==> config.mk <==
export PLATFORM = sky130hd
export DESIGN_NAME = pc_psr_unit
export DESIGN_NICKNAME = d
export VERILOG_FILES = /design/src/rtl/pc_psr_pkg.sv /design/src/rtl/pc_step_calc.sv /design/src/rtl/psr_upd_calc.sv /design/src/rtl/dacc_range_chk.sv /design/src/rtl/pc_psr_unit.sv
export SDC_FILE = /design/constraint.sdc
export NUM_CORES = 1
export LEC_CHECK = 0
export ABC_AREA = 1
export BUFFER_PORTS_ARGS = -buffer_cell sky130_fd_sc_hd__buf_2
export CORE_MARGIN = 1.5
export CORE_UTILIZATION = 44
export DETAILED_ROUTE_END_ITERATION = 8
export PLACE_DENSITY = 0.78
export SLEW_MARGIN = 40
export SYNTH_ARGS = -nofsm -noshare
export SYNTH_HDL_FRONTEND = slang
export SYNTH_SLANG_ARGS = --single-unit
==> constraint.sdc <==
create_clock -name clk_i -period 1.9 [get_ports clk_i]
set_input_delay 0 -clock clk_i [delete_from_list [all_inputs] [get_ports clk_i]]
set_output_delay 0 -clock clk_i [all_outputs]
set_load 0.1 [all_outputs]
==> src/rtl/pc_psr_pkg.sv <==
package pc_psr_pkg;
  typedef enum logic [1:0] {
    MODE_USR = 2'b00,
    MODE_FIQ = 2'b01,
    MODE_IRQ = 2'b10,
    MODE_SVC = 2'b11
  } mode_e;

  typedef struct packed {
    logic [3:0] nzcv;
    logic       irq_dis;
    logic       fiq_dis;
    mode_e      mode;
  } psr_t;

  localparam psr_t PSR_RESET = '{nzcv: 4'h0, irq_dis: 1'b1, fiq_dis: 1'b1, mode: MODE_SVC};
endpackage

==> src/rtl/pc_step_calc.sv <==
module pc_step_calc #(
  parameter int PC_W = 24
) (
  input  logic [PC_W-1:0] pc_i,
  input  logic            inc_i,
  input  logic            br_i,
  input  logic [PC_W-1:0] br_off_i,
  input  logic            full_we_i,
  input  logic [PC_W-1:0] wr_pc_i,
  output logic [PC_W-1:0] pc_nxt_o
);
  // modulo 2^PC_W arithmetic: signed offset wraps naturally
  always_comb begin
    if (full_we_i)   pc_nxt_o = wr_pc_i;
    else if (br_i)   pc_nxt_o = pc_i + br_off_i;
    else if (inc_i)  pc_nxt_o = pc_i + PC_W'(1);
    else             pc_nxt_o = pc_i;
  end
endmodule

==> src/rtl/psr_upd_calc.sv <==
module psr_upd_calc
  import pc_psr_pkg::*;
(
  input  psr_t       psr_i,
  input  logic       flag_we_i,
  input  logic [3:0] flags_i,
  input  logic       full_we_i,
  input  psr_t       wr_psr_i,
  output psr_t       psr_nxt_o
);
  logic priv;
  assign priv = (psr_i.mode != MODE_USR);

  always_comb begin
    psr_nxt_o = psr_i;
    if (full_we_i) begin
      psr_nxt_o.nzcv = wr_psr_i.nzcv;
      if (priv) begin
        psr_nxt_o.irq_dis = wr_psr_i.irq_dis;
        psr_nxt_o.fiq_dis = wr_psr_i.fiq_dis;
        psr_nxt_o.mode    = wr_psr_i.mode;
      end
    end else if (flag_we_i) begin
      psr_nxt_o.nzcv = flags_i;
    end
  end
endmodule

==> src/rtl/dacc_range_chk.sv <==
module dacc_range_chk #(
  parameter int WORD_W = 32,
  parameter int ADDR_W = 26
) (
  input  logic              req_i,
  input  logic [WORD_W-1:0] addr_i,
  output logic              exc_o
);
  generate
    if (ADDR_W < WORD_W) begin : g_chk
      assign exc_o = req_i && (|addr_i[WORD_W-1:ADDR_W]);
    end else begin : g_full
      logic unused_req;
      assign unused_req = req_i;
      assign exc_o = 1'b0;
    end
  endgenerate
endmodule

==> src/rtl/pc_psr_unit.sv <==
module pc_psr_unit
  import pc_psr_pkg::*;
#(
  parameter int PC_W   = 24,
  parameter int WORD_W = 32
) (
  input  logic              clk_i,
  input  logic              rst_ni,
  input  logic              inc_i,
  input  logic              br_i,
  input  logic              link_i,
  input  logic [PC_W-1:0]   br_off_i,
  input  logic              flag_we_i,
  input  logic [3:0]        flags_i,
  input  logic              full_we_i,
  input  logic [WORD_W-1:0] full_wdata_i,
  input  logic              dacc_req_i,
  input  logic [WORD_W-1:0] dacc_addr_i,
  output logic [WORD_W-1:0] word_o,
  output logic [WORD_W-1:0] fetch_addr_o,
  output logic [WORD_W-1:0] link_o,
  output logic              link_vld_o,
  output logic              dacc_exc_o
);
  localparam int ADDR_W = PC_W + 2;
  localparam int PC_LO  = 2;
  localparam int PC_HI  = PC_LO + PC_W - 1;
  localparam int FLG_LO = PC_HI + 3;

  logic [PC_W-1:0] pc_q, pc_nxt;
  psr_t            psr_q, psr_nxt, wr_psr;
  logic            link_fire;

  assign wr_psr = '{nzcv:    full_wdata_i[WORD_W-1:FLG_LO],
                    irq_dis: full_wdata_i[PC_HI+2],
                    fiq_dis: full_wdata_i[PC_HI+1],
                    mode:    mode_e'(full_wdata_i[1:0])};

  pc_step_calc #(.PC_W(PC_W)) u_pc (
    .pc_i      (pc_q),
    .inc_i     (inc_i),
    .br_i      (br_i),
    .br_off_i  (br_off_i),
    .full_we_i (full_we_i),
    .wr_pc_i   (full_wdata_i[PC_HI:PC_LO]),
    .pc_nxt_o  (pc_nxt)
  );

  psr_upd_calc u_psr (
    .psr_i     (psr_q),
    .flag_we_i (flag_we_i),
    .flags_i   (flags_i),
    .full_we_i (full_we_i),
    .wr_psr_i  (wr_psr),
    .psr_nxt_o (psr_nxt)
  );

  dacc_range_chk #(.WORD_W(WORD_W), .ADDR_W(ADDR_W)) u_rng (
    .req_i  (dacc_req_i),
    .addr_i (dacc_addr_i),
    .exc_o  (dacc_exc_o)
  );

  assign link_fire = br_i && link_i && !full_we_i;

  always_ff @(posedge clk_i or negedge rst_ni) begin
    if (!rst_ni) begin
      pc_q       <= '0;
      psr_q      <= PSR_RESET;
      link_o     <= '0;
      link_vld_o <= 1'b0;
    end else begin
      pc_q       <= pc_nxt;
      psr_q      <= psr_nxt;
      link_vld_o <= link_fire;
      if (link_fire) link_o <= word_o;
    end
  end

  assign word_o       = {psr_q.nzcv, psr_q.irq_dis, psr_q.fiq_dis, pc_q, psr_q.mode};
  assign fetch_addr_o = WORD_W'({pc_q, 2'b00});
endmodule

==> results of run 1 <==
[layout make-up]
type | instances | area, um2 | share of cell area
timing repair buffer | 233 | 1441 | 0.2239
clock buffer | 9 | 123.9 | 0.01924
multi-input combinational | 459 | 2557 | 0.3972
sequential | 65 | 1680 | 0.2610
tap | 136 | 170.2 | 0.02643
clock inverter | 7 | 101.3 | 0.01574
inverter | 97 | 364.1 | 0.05655
[critical path, stage by stage, from the launching register on]
cell and delay (ns):
sky130_fd_sc_hd__dfrtp_2 0.44, sky130_fd_sc_hd__ha_4 0.30, sky130_fd_sc_hd__nand2_1 0.08, sky130_fd_sc_hd__buf_4 0.15
sky130_fd_sc_hd__nor2_1 0.18, sky130_fd_sc_hd__nand2_1 0.16, sky130_fd_sc_hd__nor2_1 0.13, sky130_fd_sc_hd__nand2_1 0.10
sky130_fd_sc_hd__nand3_1 0.09, sky130_fd_sc_hd__nand2_1 0.05, sky130_fd_sc_hd__nand3_1 0.06, sky130_fd_sc_hd__nand2_1 0.05
[worst min-delay path by stage]
stage                            to  cells after the start             start  slack, ns
after floorplan           link_o[0]                      0            rst_ni      -0.30
after global placement    link_o[4]                      1            rst_ni       0.04
after detailed placement  link_o[4]                      1            rst_ni       0.04
after CTS                  pc_q[23]                      5  full_wdata_i[25]       0.01
after global routing       pc_q[15]                      4  full_wdata_i[17]       0.03
final                      pc_q[23]                      5  full_wdata_i[25]       0.02
[stage by stage]
step           hold slack (ns)  cell area [um2]  instances
2_1_floorplan          -0.2956             4707        669
3_3_place_gp           0.03857             5622        950
3_5_place_dp           0.04061             5622        950
4_1_cts                0.01181             6201       1001
5_1_grt                0.02788             6439       1006
6_report               0.01595             6439       1006
[routing by layer]
metal,share of wire,global-route usage
met5,0.00093,0
met4,0.021,0.08513
met3,0.063,0.03993
met2,0.49,0.4332
met1,0.43,0.3173
[registers in the layout (all words and copies together) (netlist names)]
register	cells
link_o	32
link_vld_o	1
word_o	8
pc_q	24
[cells in the mapped netlist (2+ instances only)]
| library cell | instances |
|---|---|
| sky130_fd_sc_hd__a21oi_1 | 26 |
| sky130_fd_sc_hd__a21oi_2 | 2 |
| sky130_fd_sc_hd__buf_2 | 7 |
| sky130_fd_sc_hd__buf_4 | 32 |
| sky130_fd_sc_hd__clkbuf_1 | 9 |
| sky130_fd_sc_hd__dfrtp_1 | 61 |
| sky130_fd_sc_hd__dfstp_2 | 4 |
| sky130_fd_sc_hd__ha_1 | 23 |
| sky130_fd_sc_hd__inv_1 | 95 |
| sky130_fd_sc_hd__inv_2 | 2 |
| sky130_fd_sc_hd__mux2_2 | 3 |
| sky130_fd_sc_hd__nand2_1 | 227 |
| sky130_fd_sc_hd__nand2_2 | 4 |
| sky130_fd_sc_hd__nand3_1 | 35 |
| sky130_fd_sc_hd__nand3_2 | 2 |
| sky130_fd_sc_hd__nand3b_1 | 3 |
| sky130_fd_sc_hd__nand4_1 | 6 |
| sky130_fd_sc_hd__nor2_1 | 35 |
| sky130_fd_sc_hd__nor2_2 | 5 |
| sky130_fd_sc_hd__nor3_1 | 2 |
| sky130_fd_sc_hd__o211ai_1 | 2 |
| sky130_fd_sc_hd__o21ai_0 | 43 |
| sky130_fd_sc_hd__o21ai_1 | 4 |
| sky130_fd_sc_hd__o21bai_1 | 7 |
| sky130_fd_sc_hd__o221ai_1 | 4 |
| sky130_fd_sc_hd__xnor2_1 | 2 |
| sky130_fd_sc_hd__xor2_1 | 4 |
[cells by family after synthesis]
family                   after synthesis  share of synthesized area
AND/OR/NAND/NOR                      324                     0.2939
buffers and inverters                145                     0.1466
AO/OA/AOI/OAI                         94                     0.1177
flip-flops                            65                     0.3552
adder cells (fa/ha/maj)               24                    0.06701
XOR/XNOR                               6                    0.01144
multiplexers                           3                   0.007354
other                                  1                  0.0008164
[timing repair]
item / in CTS / in global routing
hold endpoints to repair: 53 / 0
resized for setup: 2 / 39
buffers inserted: 0 / 5
endpoints found under the setup margin: 3 / 17
hold buffers: 35 / 0
pin swaps: 0 / 5
[power by group]
part	total (uW)	internal (uW)	switching (uW)
Clock	1380	753	632
Sequential	1910	1690	216
Combinational	4950	1040	3910
==> impl_table.tex, run 1 <==
\begin{tabular}{lr}
\hline
Metric & Value \\
\hline
\multicolumn{2}{l}{\textbf{Clock tree}} \\
Inserted Clock Buffers & 9 \\
Clock tree from TritonCTS & built \\
Clock tree root buffer cell & sky130\_fd\_sc\_hd\_\_clkbuf\_8 \\
CTS max path bufs & 2 \\
Clock transition at the register clock pins on the worst setup and hold paths after CTS & $\sim$0.08 ns \\
Clock net sink count & 65 \\
Source-to-sink clock delay at the later pin of the worst-skew pair & about 0.35 ns \\
Clock H-tree levels & 3 \\
\multicolumn{2}{l}{\textbf{Floorplan}} \\
Core area & approximately 10000 um2 \\
Ports placed on the boundary & 198 \\
Placement row count & 37 \\
Die outline width & around 110 um \\
Initial Utilization & 0.4489 \\
Die extent in y & about 110 um \\
Overall die area & 11060 um2 \\
\multicolumn{2}{l}{\textbf{Worst setup path}} \\
Slack of the worst reg-to-reg path & 0.008 ns \\
Critical path endpoint & pc\_q[22] \\
Required time worst endpoint & 2.15 ns \\
Startpoint of the most critical register-to-register path & pc\_q[18] \\
Worst Path Max Fanout & 5 \\
Critical path origin & pc\_q[18] \\
Kind of launch point of the worst setup path & flop \\
Critical path class & flop to flop \\
Endpoint class of the critical path & flop \\
Crit Reg-Reg Endpoint & pc\_q[22] \\
Path depth of the worst reg2reg path & 11 \\
Arr. time, crit path & 2.14 ns \\
\multicolumn{2}{l}{\textbf{Power}} \\
Final total power & $\sim$8200 uW \\
Leakage power total & 0.003539 uW \\
Worst supply voltage drop on vdd & 814.2 uV \\
Pwr per Cell Area & 1280 nW/um2 \\
\multicolumn{2}{l}{\textbf{Timing}} \\
Setup repair after global routing missed its margin & yes \\
TNS Setup & 0 ns \\
Worst Tran Pin Value & 0.6138 ns \\
Final Skew & 0.009235 ns \\
Final worst slack & 0.007581 ns \\
Number of failing setup endpoints in the final timing report & 0 \\
Max-slew violations & 0 \\
Maximum clock frequency & 0.5284 GHz \\
Shortest period the worst path allows & approximately 1.9 ns \\
Final cycle utilization of the critical path & 0.9960 \\
Remaining max-slew budget at the tightest pin & 0.5908 \\
Endpoints failing hold & 0 \\
\multicolumn{2}{l}{\textbf{Logic synthesis}} \\
Number of synthesized register bits & 65 \\
Gate count of the mapped netlist & 662 \\
Unique cell type count in the Yosys netlist & 40 \\
Most used DFF post-synth & sky130\_fd\_sc\_hd\_\_dfrtp\_1 \\
Synth Area per Inst & a little under 7 um2 \\
Async set or reset register ratio after synthesis & 1.000 \\
Synth area leader & sky130\_fd\_sc\_hd\_\_dfrtp\_1 \\
Fraction of post-synthesis cell area in the top cell type by area & 0.3323 \\
Share of the yosys chip area belonging to registers & 0.3552 \\
Syn Std Cell Area & roughly 4600 um2 \\
Post-synth EDFFs & 0 \\
Synth top area cells & sky130\_fd\_sc\_hd\_\_dfrtp\_1 33\%, sky130\_fd\_sc\_hd\_\_nand2\_1 19\%, sky130\_fd\_sc\_hd\_\_inv\_1 7.8\% \\
Synth warn & 0 \\
\multicolumn{2}{l}{\textbf{Route}} \\
\# DRC & 0 \\
Via count & $\sim$5000 \\
First drt pass iteration count & 5 \\
WL per Instance & $\sim$14 um \\
Routed WL & 14.01 mm \\
Antenna viol nets, final & 0 \\
Number of design-rule violations left by the first detailed-router iteration & 406 \\
Via-per-instance ratio & 4.933 \\
\multicolumn{2}{l}{\textbf{Layout}} \\
Filler cells & 946 \\
Share of cells above drive strength 1 & 0.3471 \\
Commonest cells after routing, fill and taps aside & 220 x sky130\_fd\_sc\_hd\_\_nand2\_1, 163 x sky130\_fd\_sc\_hd\_\_buf\_2, 94 x sky130\_fd\_sc\_hd\_\_inv\_1 \\
Nets@finish & 989 \\
Final antenna diode count & 0 \\
Most common cell after layout, fill and taps aside & sky130\_fd\_sc\_hd\_\_nand2\_1 \\
Post-Route Utilization & 0.6293 \\
Area growth from synthesis to layout & 40.18\% \\
\multicolumn{2}{l}{\textbf{Global routing}} \\
Remaining Overflow, GRT & 0 \\
Total track usage & 0.2508 \\
Antenna violations before repair & 1 \\
Largest net degree at the start of global routing & 43 \\
First-pass GRT wire length & 22.10 mm \\
Vias in the first global route & $\sim$4700 \\
\multicolumn{2}{l}{\textbf{Placement}} \\
Placement-stage worst setup slack & -0.06462 ns \\
Half-perimeter wire length of the detailed placement result & 9.980 mm \\
Placer Congestion & 0.9307 \\
Count of input and output buffers & 163 \\
\multicolumn{2}{l}{\textbf{Min path}} \\
Class of the tightest hold or removal check & input port to flop \\
\multicolumn{2}{l}{\textbf{Flow run}} \\
Count of max-cap constraint violations & 0 \\
\multicolumn{2}{l}{\textbf{Run status}} \\
Outcome & finished, final reports clean \\
\hline
\end{tabular}
No activity file was read; power rests on OpenSTA's default activity.
==> inputs of run 2 (changes only) <==
==> constraint.sdc (replaced) <==
create_clock -name clk_i -period 1.7 [get_ports clk_i]
set_input_delay 0 -clock clk_i [delete_from_list [all_inputs] [get_ports clk_i]]
set_output_delay 0 -clock clk_i [all_outputs]
set_load 0.1 [all_outputs]
==> run 2 against run 1 <==
Effect of this change:
- the flow now finishes with violations (negative setup slack)
- setup slack worse by 0.16 ns
- register-to-register slack worse by 0.16 ns
- die area stayed put
- cell count is 4.2% higher
- utilization is 8.2 points higher
- sequential cell count stayed put
- wire length is 6.5% higher
- first-iteration DRC count is 29% lower
- critical endpoint unchanged
- via count is 5.3% higher
- cell area is 13% higher
- sequential power is 13% higher
- maximum frequency is 2.2% higher
==> impl_table.tex, run 2 (same netlist as run 1, synthesis figures left out) <==
\begin{tabular}{lr}
\hline
Metric & Value \\
\hline
\multicolumn{2}{l}{\textbf{Worst setup path}} \\
Crit Reg-Reg Endpoint & pc\_q[22] \\
Worst Path Max Fanout & 4 (-1) \\
Slack of the worst reg-to-reg path & -0.15 ns (-0.16 ns) \\
Startpoint of the most critical register-to-register path & pc\_q[0] \\
Kind of launch point of the worst setup path & flop \\
Endpoint class of the critical path & flop \\
Required time worst endpoint & 1.94 ns (-0.21 ns) \\
Path depth of the worst reg2reg path & 12 (+1) \\
Arr. time, crit path & 2.09 ns (-0.05 ns) \\
Critical path class & flop to flop \\
\multicolumn{2}{l}{\textbf{Route}} \\
Routed WL & 14.92 mm (+6.5\%) \\
Via-per-instance ratio & 4.988 (+1.1\%) \\
Via count & 5227 (+5.3\%) \\
Number of design-rule violations left by the first detailed-router iteration & 288 (-29\%) \\
\# DRC & 0 (unchanged) \\
First drt pass iteration count & 5 (unchanged) \\
Antenna viol nets, final & 0 (unchanged) \\
WL per Instance & 14.24 um (+2.2\%) \\
\multicolumn{2}{l}{\textbf{Clock tree}} \\
Clock transition at the register clock pins on the worst setup and hold paths after CTS & 0.07 ns (about the same) \\
Source-to-sink clock delay at the later pin of the worst-skew pair & 0.35 ns (about the same) \\
Clock net sink count & 65 (unchanged) \\
Inserted Clock Buffers & 9 (unchanged) \\
Clock H-tree levels & 3 (unchanged) \\
CTS max path bufs & 2 (unchanged) \\
Clock tree root buffer cell & sky130\_fd\_sc\_hd\_\_clkbuf\_8 \\
Clock tree from TritonCTS & built \\
\multicolumn{2}{l}{\textbf{Layout}} \\
Area growth from synthesis to layout & 58.49\% \\
Most common cell after layout, fill and taps aside & sky130\_fd\_sc\_hd\_\_nand2\_1 \\
Share of cells above drive strength 1 & 0.4463 (+0.09915) \\
Flip-flop count of the largest register, all copies and words added & 32 (unchanged) \\
Register with the most flip-flops & link\_o \\
Nets@finish & 1031 (+4.2\%) \\
Commonest cells after routing, fill and taps aside & 195 x sky130\_fd\_sc\_hd\_\_nand2\_1, 163 x sky130\_fd\_sc\_hd\_\_buf\_2, 88 x sky130\_fd\_sc\_hd\_\_inv\_1 \\
Final antenna diode count & 0 (unchanged) \\
\multicolumn{2}{l}{\textbf{Min path}} \\
Worst hold endpoint & pc\_q[19] \\
Class of the tightest hold or removal check & input port to flop \\
Number of instances on the worst hold path & 5 (unchanged) \\
Launch instance of the worst min-delay path & full\_wdata\_i[21] \\
\multicolumn{2}{l}{\textbf{Floorplan}} \\
Die extent in y & 105.2 um (unchanged) \\
Die outline width & 105.2 um (unchanged) \\
Core area & 10230 um2 (unchanged) \\
Overall die area & 11060 um2 (unchanged) \\
Placement row count & 37 (unchanged) \\
Initial Utilization & 0.4489 (unchanged) \\
Ports placed on the boundary & 198 (unchanged) \\
\multicolumn{2}{l}{\textbf{Timing}} \\
Final worst slack & -0.1515 ns (-0.1591 ns) \\
Shortest period the worst path allows & 1.852 ns (-0.04092 ns) \\
Final cycle utilization of the critical path & 1.089 (+0.09311) \\
TNS Setup & -1.175 ns (-1.175 ns) \\
Final Skew & 0.01447 ns (+0.005237 ns) \\
Setup repair after global routing missed its margin & yes \\
Max-slew violations & 0 (unchanged) \\
Endpoints failing hold & 0 (unchanged) \\
Hold slack final & 0.01059 ns (-0.005367 ns) \\
Maximum clock frequency & 0.5401 GHz (+2.2\%) \\
Number of failing setup endpoints in the final timing report & 19 (+19) \\
\multicolumn{2}{l}{\textbf{Run status}} \\
Failing checks & negative setup slack \\
Outcome & finished, violations left \\
\multicolumn{2}{l}{\textbf{Global routing}} \\
First-pass GRT wire length & 23.71 mm (+7.3\%) \\
Antenna violations before repair & 0 (-1) \\
Largest net degree at the start of global routing & 66 (+53\%) \\
Remaining Overflow, GRT & 0 (unchanged) \\
Total track usage & 0.2678 (+0.01705) \\
Vias in the first global route & 5030 (+6.7\%) \\
\multicolumn{2}{l}{\textbf{Placement}} \\
Half-perimeter wire length of the detailed placement result & 10.57 mm (+6.0\%) \\
Count of input and output buffers & 163 (unchanged) \\
Placer Congestion & 0.9152 (-1.7\%) \\
\multicolumn{2}{l}{\textbf{Power}} \\
Pwr per Cell Area & 1348 nW/um2 (+5.3\%) \\
Leakage power total & 0.003852 uW (+8.8\%) \\
Worst supply voltage drop on vdd & 1041 uV (+28\%) \\
\multicolumn{2}{l}{\textbf{Flow run}} \\
Count of max-cap constraint violations & 0 (unchanged) \\
\hline
\end{tabular}
[run 2: changes by cell type in the layout (fill, tap and decap cells not counted), moves of 8 or more]
cell / delta
sky130_fd_sc_hd__nand2_2: +14
sky130_fd_sc_hd__ha_4: +11
sky130_fd_sc_hd__dfrtp_4: +15
sky130_fd_sc_hd__ha_1: -8
sky130_fd_sc_hd__nand2_4: +10
sky130_fd_sc_hd__buf_4: +33
sky130_fd_sc_hd__dfrtp_2: -15
sky130_fd_sc_hd__nand2_1: -25
[run 2: how the worst max path moves through the flow]
stage / from / to / slack [ns] / depth (start not counted)
6_report: pc_q[0] / pc_q[22] / -0.15 / 12
5_1_grt: pc_q[0] / pc_q[14] / -0.24 / 11
4_1_cts: pc_q[0] / pc_q[22] / -0.13 / 12
3_5_place_dp: br_i / pc_q[14] / -0.16 / 14
3_3_place_gp: pc_q[10] / pc_q[18] / -0.10 / 9
2_1_floorplan: pc_q[0] / pc_q[14] / -0.24 / 11
[run 2: per-stage QoR]
step                        util  setup slack (ns)  cell area [um2]  total power [uW]  instances
final                     0.7115           -0.1515             7279              9814       1048
after global routing      0.7115           -0.2357             7279             10230       1048
after CTS                 0.6868           -0.1258             7027              9558       1041
after detailed placement  0.6073           -0.1613             6213              7859        975
after global placement    0.6073           -0.1041             6213              7789        975
after floorplan                -           -0.2400             5086              6806        669
[run 2: cell type report]
| cell class | instances | area [um2] |
|---|---|---|
| Clock inverter | 3 | 40.04 |
| Clock buffer | 13 | 158.9 |
| Multi-Input combinational cell | 459 | 3008 |
| Inverter | 97 | 369.1 |
| Timing Repair Buffer | 275 | 1815 |
| Fill cell | 825 | 2952 |
| Sequential cell | 65 | 1718 |
| Tap cell | 136 | 170.2 |
[run 2: what timing repair did]
| action | 4_1_cts | 5_1_grt |
|---|---|---|
| pin swaps | 29 | 43 |
| cloned | 0 | 0 |
| hold buffers | 36 | 0 |
| endpoints found under the hold margin | 96 | 0 |
| setup endpoints to repair | 12 | 21 |
| buffers inserted | 14 | 8 |
| gates resized for setup | 43 | 49 |
[run 2: power by group]
group	leakage, uW	total, uW	internal, uW	switching, uW
Clock	0.000103	1400	756	643
Combinational	0.00298	6260	1590	4670
Sequential	0.000770	2150	1920	231
[run 2: critical path, stage by stage, from the launching register on]
cell	delay, ns
sky130_fd_sc_hd__dfrtp_4	0.42
sky130_fd_sc_hd__ha_4	0.13
sky130_fd_sc_hd__inv_2	0.04
sky130_fd_sc_hd__fa_2	0.39
sky130_fd_sc_hd__o21ai_4	0.19
sky130_fd_sc_hd__nand2_1	0.09
sky130_fd_sc_hd__nand2_2	0.10
sky130_fd_sc_hd__buf_4	0.12
sky130_fd_sc_hd__nand2_2	0.06
sky130_fd_sc_hd__nand3_2	0.06
sky130_fd_sc_hd__nand2_1	0.04
sky130_fd_sc_hd__nand3_1	0.06
sky130_fd_sc_hd__nand2_1	0.05
[run 2: routing by layer]
metal  share of wire  global-route usage
met5               0                   0
met4           0.019             0.07926
met3           0.058             0.04117
met2            0.49              0.4734
met1            0.43              0.3354
==> inputs of run 3 (changes only) <==
--- a/config.mk
+++ b/config.mk
@@ -7,10 +7,12 @@
 export LEC_CHECK = 0
 export ABC_AREA = 1
 export BUFFER_PORTS_ARGS = -buffer_cell sky130_fd_sc_hd__buf_2
+export CELL_PAD_IN_SITES_DETAIL_PLACEMENT = 0
+export CELL_PAD_IN_SITES_GLOBAL_PLACEMENT = 1
 export CORE_MARGIN = 1.5
-export CORE_UTILIZATION = 44
+export CORE_UTILIZATION = 30
 export DETAILED_ROUTE_END_ITERATION = 8
-export PLACE_DENSITY = 0.78
+export PLACE_DENSITY_LB_ADDON = 0.1
 export SLEW_MARGIN = 40
 export SYNTH_ARGS = -nofsm -noshare
 export SYNTH_HDL_FRONTEND = slang
==> run 3 against run 2 <==
Effect of this change:
- the flow still finishes with violations (negative setup slack)
- sequential power about the same
- die area up 45%
- global-route usage down 6.2 points
- count of clock-buffer cells in the layout down 4
- maximum frequency about the same
- sequential cell count unchanged
- cell area up 6.3%
- utilization down 20 points
- hold slack about the same
- wire length up 8.0%
- setup slack worse by 0.00051 ns
- critical path depth down 1
- largest power group unchanged
- highest routed layer unchanged
==> impl_table.tex, run 3 (same netlist as run 1, synthesis figures left out) <==
\begin{tabular}{lr}
\hline
Metric & Value \\
\hline
\multicolumn{2}{l}{\textbf{Worst setup path}} \\
Endpoint class of the critical path & flop \\
Required time worst endpoint & 1.94 ns (about the same) \\
Startpoint of the most critical register-to-register path & pc\_q[0] \\
Crit Reg-Reg Endpoint & pc\_q[20] \\
Path length in cells of the critical path & 11 (-1) \\
Largest incremental delay on the critical path & 0.42 ns (about the same) \\
Kind of launch point of the worst setup path & flop \\
Crit path cell chain & ha\_4 > inv\_2 > fa\_2 > o21ai\_4 > buf\_6 > buf\_6 > nand3b\_1 > nand3\_1 > nand2\_1 > nand3\_1 > nand2\_1 \\
Number of buffers and inverters on the critical path & 3 (+1) \\
Cell type group with the largest total delay on the critical path & adder cells \\
Worst Path Max Fanout & 3 (-1) \\
Critical path origin & pc\_q[0] \\
Arr. time, crit path & 2.09 ns (about the same) \\
Critical path class & flop to flop \\
Path depth of the worst reg2reg path & 11 (-1) \\
Slack of the worst reg-to-reg path & -0.15 ns (about the same) \\
Worst-path cell with the longest stage delay & sky130\_fd\_sc\_hd\_\_dfrtp\_4 \\
\multicolumn{2}{l}{\textbf{Floorplan}} \\
Placement row count & 45 (+22\%) \\
Overall die area & 16060 um2 (+45\%) \\
Ports placed on the boundary & 198 (unchanged) \\
Initial Utilization & 0.3044 (-0.1445) \\
Core area & 15090 um2 (+47\%) \\
Die extent in y & 126.7 um (+21\%) \\
Die outline width & 126.7 um (+21\%) \\
\multicolumn{2}{l}{\textbf{Route}} \\
Met2 WL post-DR & 7.687 mm (+4.7\%) \\
Via-per-instance ratio & 4.520 (-9.4\%) \\
Highest metal layer with signal wires & met4 \\
DR WL met3 & 580 um (-33\%) \\
First drt pass iteration count & 4 (-1) \\
WL per Instance & 14.36 um (+0.83\%) \\
Via count & 5076 (-2.9\%) \\
Antenna viol nets, final & 0 (unchanged) \\
Routed length on met1 & 7.558 mm (+18\%) \\
Routed WL & 16.12 mm (+8.0\%) \\
\# DRC & 0 (unchanged) \\
Number of design-rule violations left by the first detailed-router iteration & 167 (-42\%) \\
\multicolumn{2}{l}{\textbf{Timing}} \\
Endpoints failing hold & 0 (unchanged) \\
Max-slew violations & 0 (unchanged) \\
Number of failing setup endpoints in the final timing report & 19 (unchanged) \\
Final worst slack & -0.1520 ns (-0.0005090 ns) \\
Setup repair after global routing missed its margin & yes \\
Final cycle utilization of the critical path & 1.089 (about the same) \\
TNS Setup & -1.300 ns (-0.1249 ns) \\
Final Skew & 0.007784 ns (-0.006688 ns) \\
Maximum clock frequency & 0.5400 GHz (about the same) \\
Shortest period the worst path allows & 1.852 ns (+0.0005090 ns) \\
\multicolumn{2}{l}{\textbf{Min path}} \\
Number of instances on the worst hold path & 5 (unchanged) \\
Worst hold endpoint & pc\_q[19] \\
Class of the tightest hold or removal check & input port to flop \\
Launch instance of the worst min-delay path & full\_wdata\_i[21] \\
\multicolumn{2}{l}{\textbf{Global routing}} \\
Antenna violations before repair & 0 (unchanged) \\
First-pass GRT wire length & 25.54 mm (+7.7\%) \\
Remaining Overflow, GRT & 0 (unchanged) \\
Largest net degree at the start of global routing & 66 (unchanged) \\
Total track usage & 0.2061 (-0.06171) \\
Vias in the first global route & 5058 (+0.56\%) \\
\multicolumn{2}{l}{\textbf{Run status}} \\
Failing checks & negative setup slack \\
Outcome & finished, violations left \\
\multicolumn{2}{l}{\textbf{Layout}} \\
Area growth from synthesis to layout & 68.51\% \\
Nets@finish & 1054 (+2.2\%) \\
Post-Route Utilization & 0.5129 (-0.1986) \\
Register with the most flip-flops & link\_o \\
Flip-flop count of the largest register, all copies and words added & 32 (unchanged) \\
Most common cell after layout, fill and taps aside & sky130\_fd\_sc\_hd\_\_nand2\_1 \\
Final std cell area, no fill & 7740 um2 (+6.3\%) \\
Final antenna diode count & 0 (unchanged) \\
Non-filler instance count after layout & 1123 (+7.2\%) \\
Share of cells above drive strength 1 & 0.4781 (+0.03180) \\
Commonest cells after routing, fill and taps aside & 191 x sky130\_fd\_sc\_hd\_\_nand2\_1, 163 x sky130\_fd\_sc\_hd\_\_buf\_2, 87 x sky130\_fd\_sc\_hd\_\_inv\_1 \\
\multicolumn{2}{l}{\textbf{Clock tree}} \\
Clock net sink count & 65 (unchanged) \\
CTS max path bufs & 2 (unchanged) \\
Clock H-tree levels & 3 (unchanged) \\
Clock transition at the register clock pins on the worst setup and hold paths after CTS & 0.06 ns (about the same) \\
Source-to-sink clock delay at the later pin of the worst-skew pair & 0.34 ns (about the same) \\
Clock tree from TritonCTS & built \\
Clock tree root buffer cell & sky130\_fd\_sc\_hd\_\_clkbuf\_16 \\
Inserted Clock Buffers & 9 (unchanged) \\
\multicolumn{2}{l}{\textbf{Power}} \\
Part of the total power dissipated in the clock network & 0.190 (+0.048) \\
Switching Fraction & 0.5374 (-0.02749) \\
Sequential power share & 0.201 (-0.018) \\
Pwr per Cell Area & 1383 nW/um2 (+2.6\%) \\
Worst supply voltage drop on vdd & 739.6 uV (-29\%) \\
Internal power consumption & 4950 uW (+16\%) \\
Leakage power total & 0.004053 uW (+5.2\%) \\
Switch Pwr & 5751 uW (+3.7\%) \\
Combinational power share & 0.608 (-0.030) \\
\multicolumn{2}{l}{\textbf{Flow run}} \\
Count of max-cap constraint violations & 0 (unchanged) \\
\multicolumn{2}{l}{\textbf{Placement}} \\
Count of input and output buffers & 163 (unchanged) \\
Placed cell areas & 6491 um2 (+4.5\%) \\
Half-perimeter wire length of the detailed placement result & 12.52 mm (+18\%) \\
Instance count after placement with tap cells included & 1057 (+8.4\%) \\
Placer Congestion & 0.8156 (-11\%) \\
\hline
\end{tabular}
[run 3: cell types whose count changed in the layout (fill, tap and decap cells not counted), moves of 3 or more]
cell                            previous run  this run
sky130_fd_sc_hd__buf_4                    67        83
sky130_fd_sc_hd__buf_6                     5        18
sky130_fd_sc_hd__clkbuf_8                 11         0
sky130_fd_sc_hd__clkbuf_16                 0         9
sky130_fd_sc_hd__dlygate4sd3_1            36        32
sky130_fd_sc_hd__nand2_1                 195       191
sky130_fd_sc_hd__nor2_1                   24        21
sky130_fd_sc_hd__nor2_4                    6         9
[run 3: per-layer routing]
layer | track usage | vias up
li1 | - | 2583
met1 | 0.2650 | 2362
met2 | 0.3510 | 114
met3 | 0.03248 | 17
met4 | 0.07487 | 0
met5 | 0 | -
[run 3: per-stage QoR]
step | setup WS, ns | hold slack, ns | power, uW
5_1_grt | -0.2580 | 0.03996 | 11210
2_1_floorplan | -0.2400 | -0.2956 | 6806
6_report | -0.1520 | 0.01047 | 10700
4_1_cts | -0.2302 | 0.004492 | 10520
3_5_place_dp | -0.2741 | 0.06082 | 8104
3_3_place_gp | -0.3143 | 0.06482 | 8076
[run 3: what timing repair did]
action / CTS / global route
pin swaps: 38 / 52
endpoints found under the hold margin: 88 / 0
hold buffers: 32 / 0
endpoints found under the setup margin: 17 / 21
setup buffers: 13 / 6
resized for setup: 60 / 68
cloned: 0 / 0
[run 3: power groups by stage]
stage	logic (uW)	clock network, uW	registers (uW)
finish	6510	2030	2160
global placement	5910	0	2170
CTS	6250	2110	2160
global route	6850	2160	2200
detailed placement	5920	0	2180
floorplan	2400	0	4410
[run 3: final cells by class]
class | instances | area, um2
clock buffers | 9 | 225.2
clock inverters | 7 | 95.09
fillers | 1518 | 7350
inverters | 97 | 374.1
multi-input cells | 459 | 3090
flip-flops and latches | 65 | 1718
well taps | 188 | 235.2
repair buffers | 298 | 2002
[run 3: worst min-delay path, cell delays in order]
cell                      delay (ns)
sky130_fd_sc_hd__buf_2          0.08
sky130_fd_sc_hd__nor2_1         0.03
sky130_fd_sc_hd__nor2_1         0.10
sky130_fd_sc_hd__nand2_1        0.06
sky130_fd_sc_hd__nand2_1        0.05
[run 3: worst max-delay path by stage]
stage and endpoint:
6_report pc_q[20], 5_1_grt pc_q[20], 4_1_cts pc_q[14], 3_5_place_dp pc_q[14], 3_3_place_gp pc_q[14], 2_1_floorplan pc_q[14]
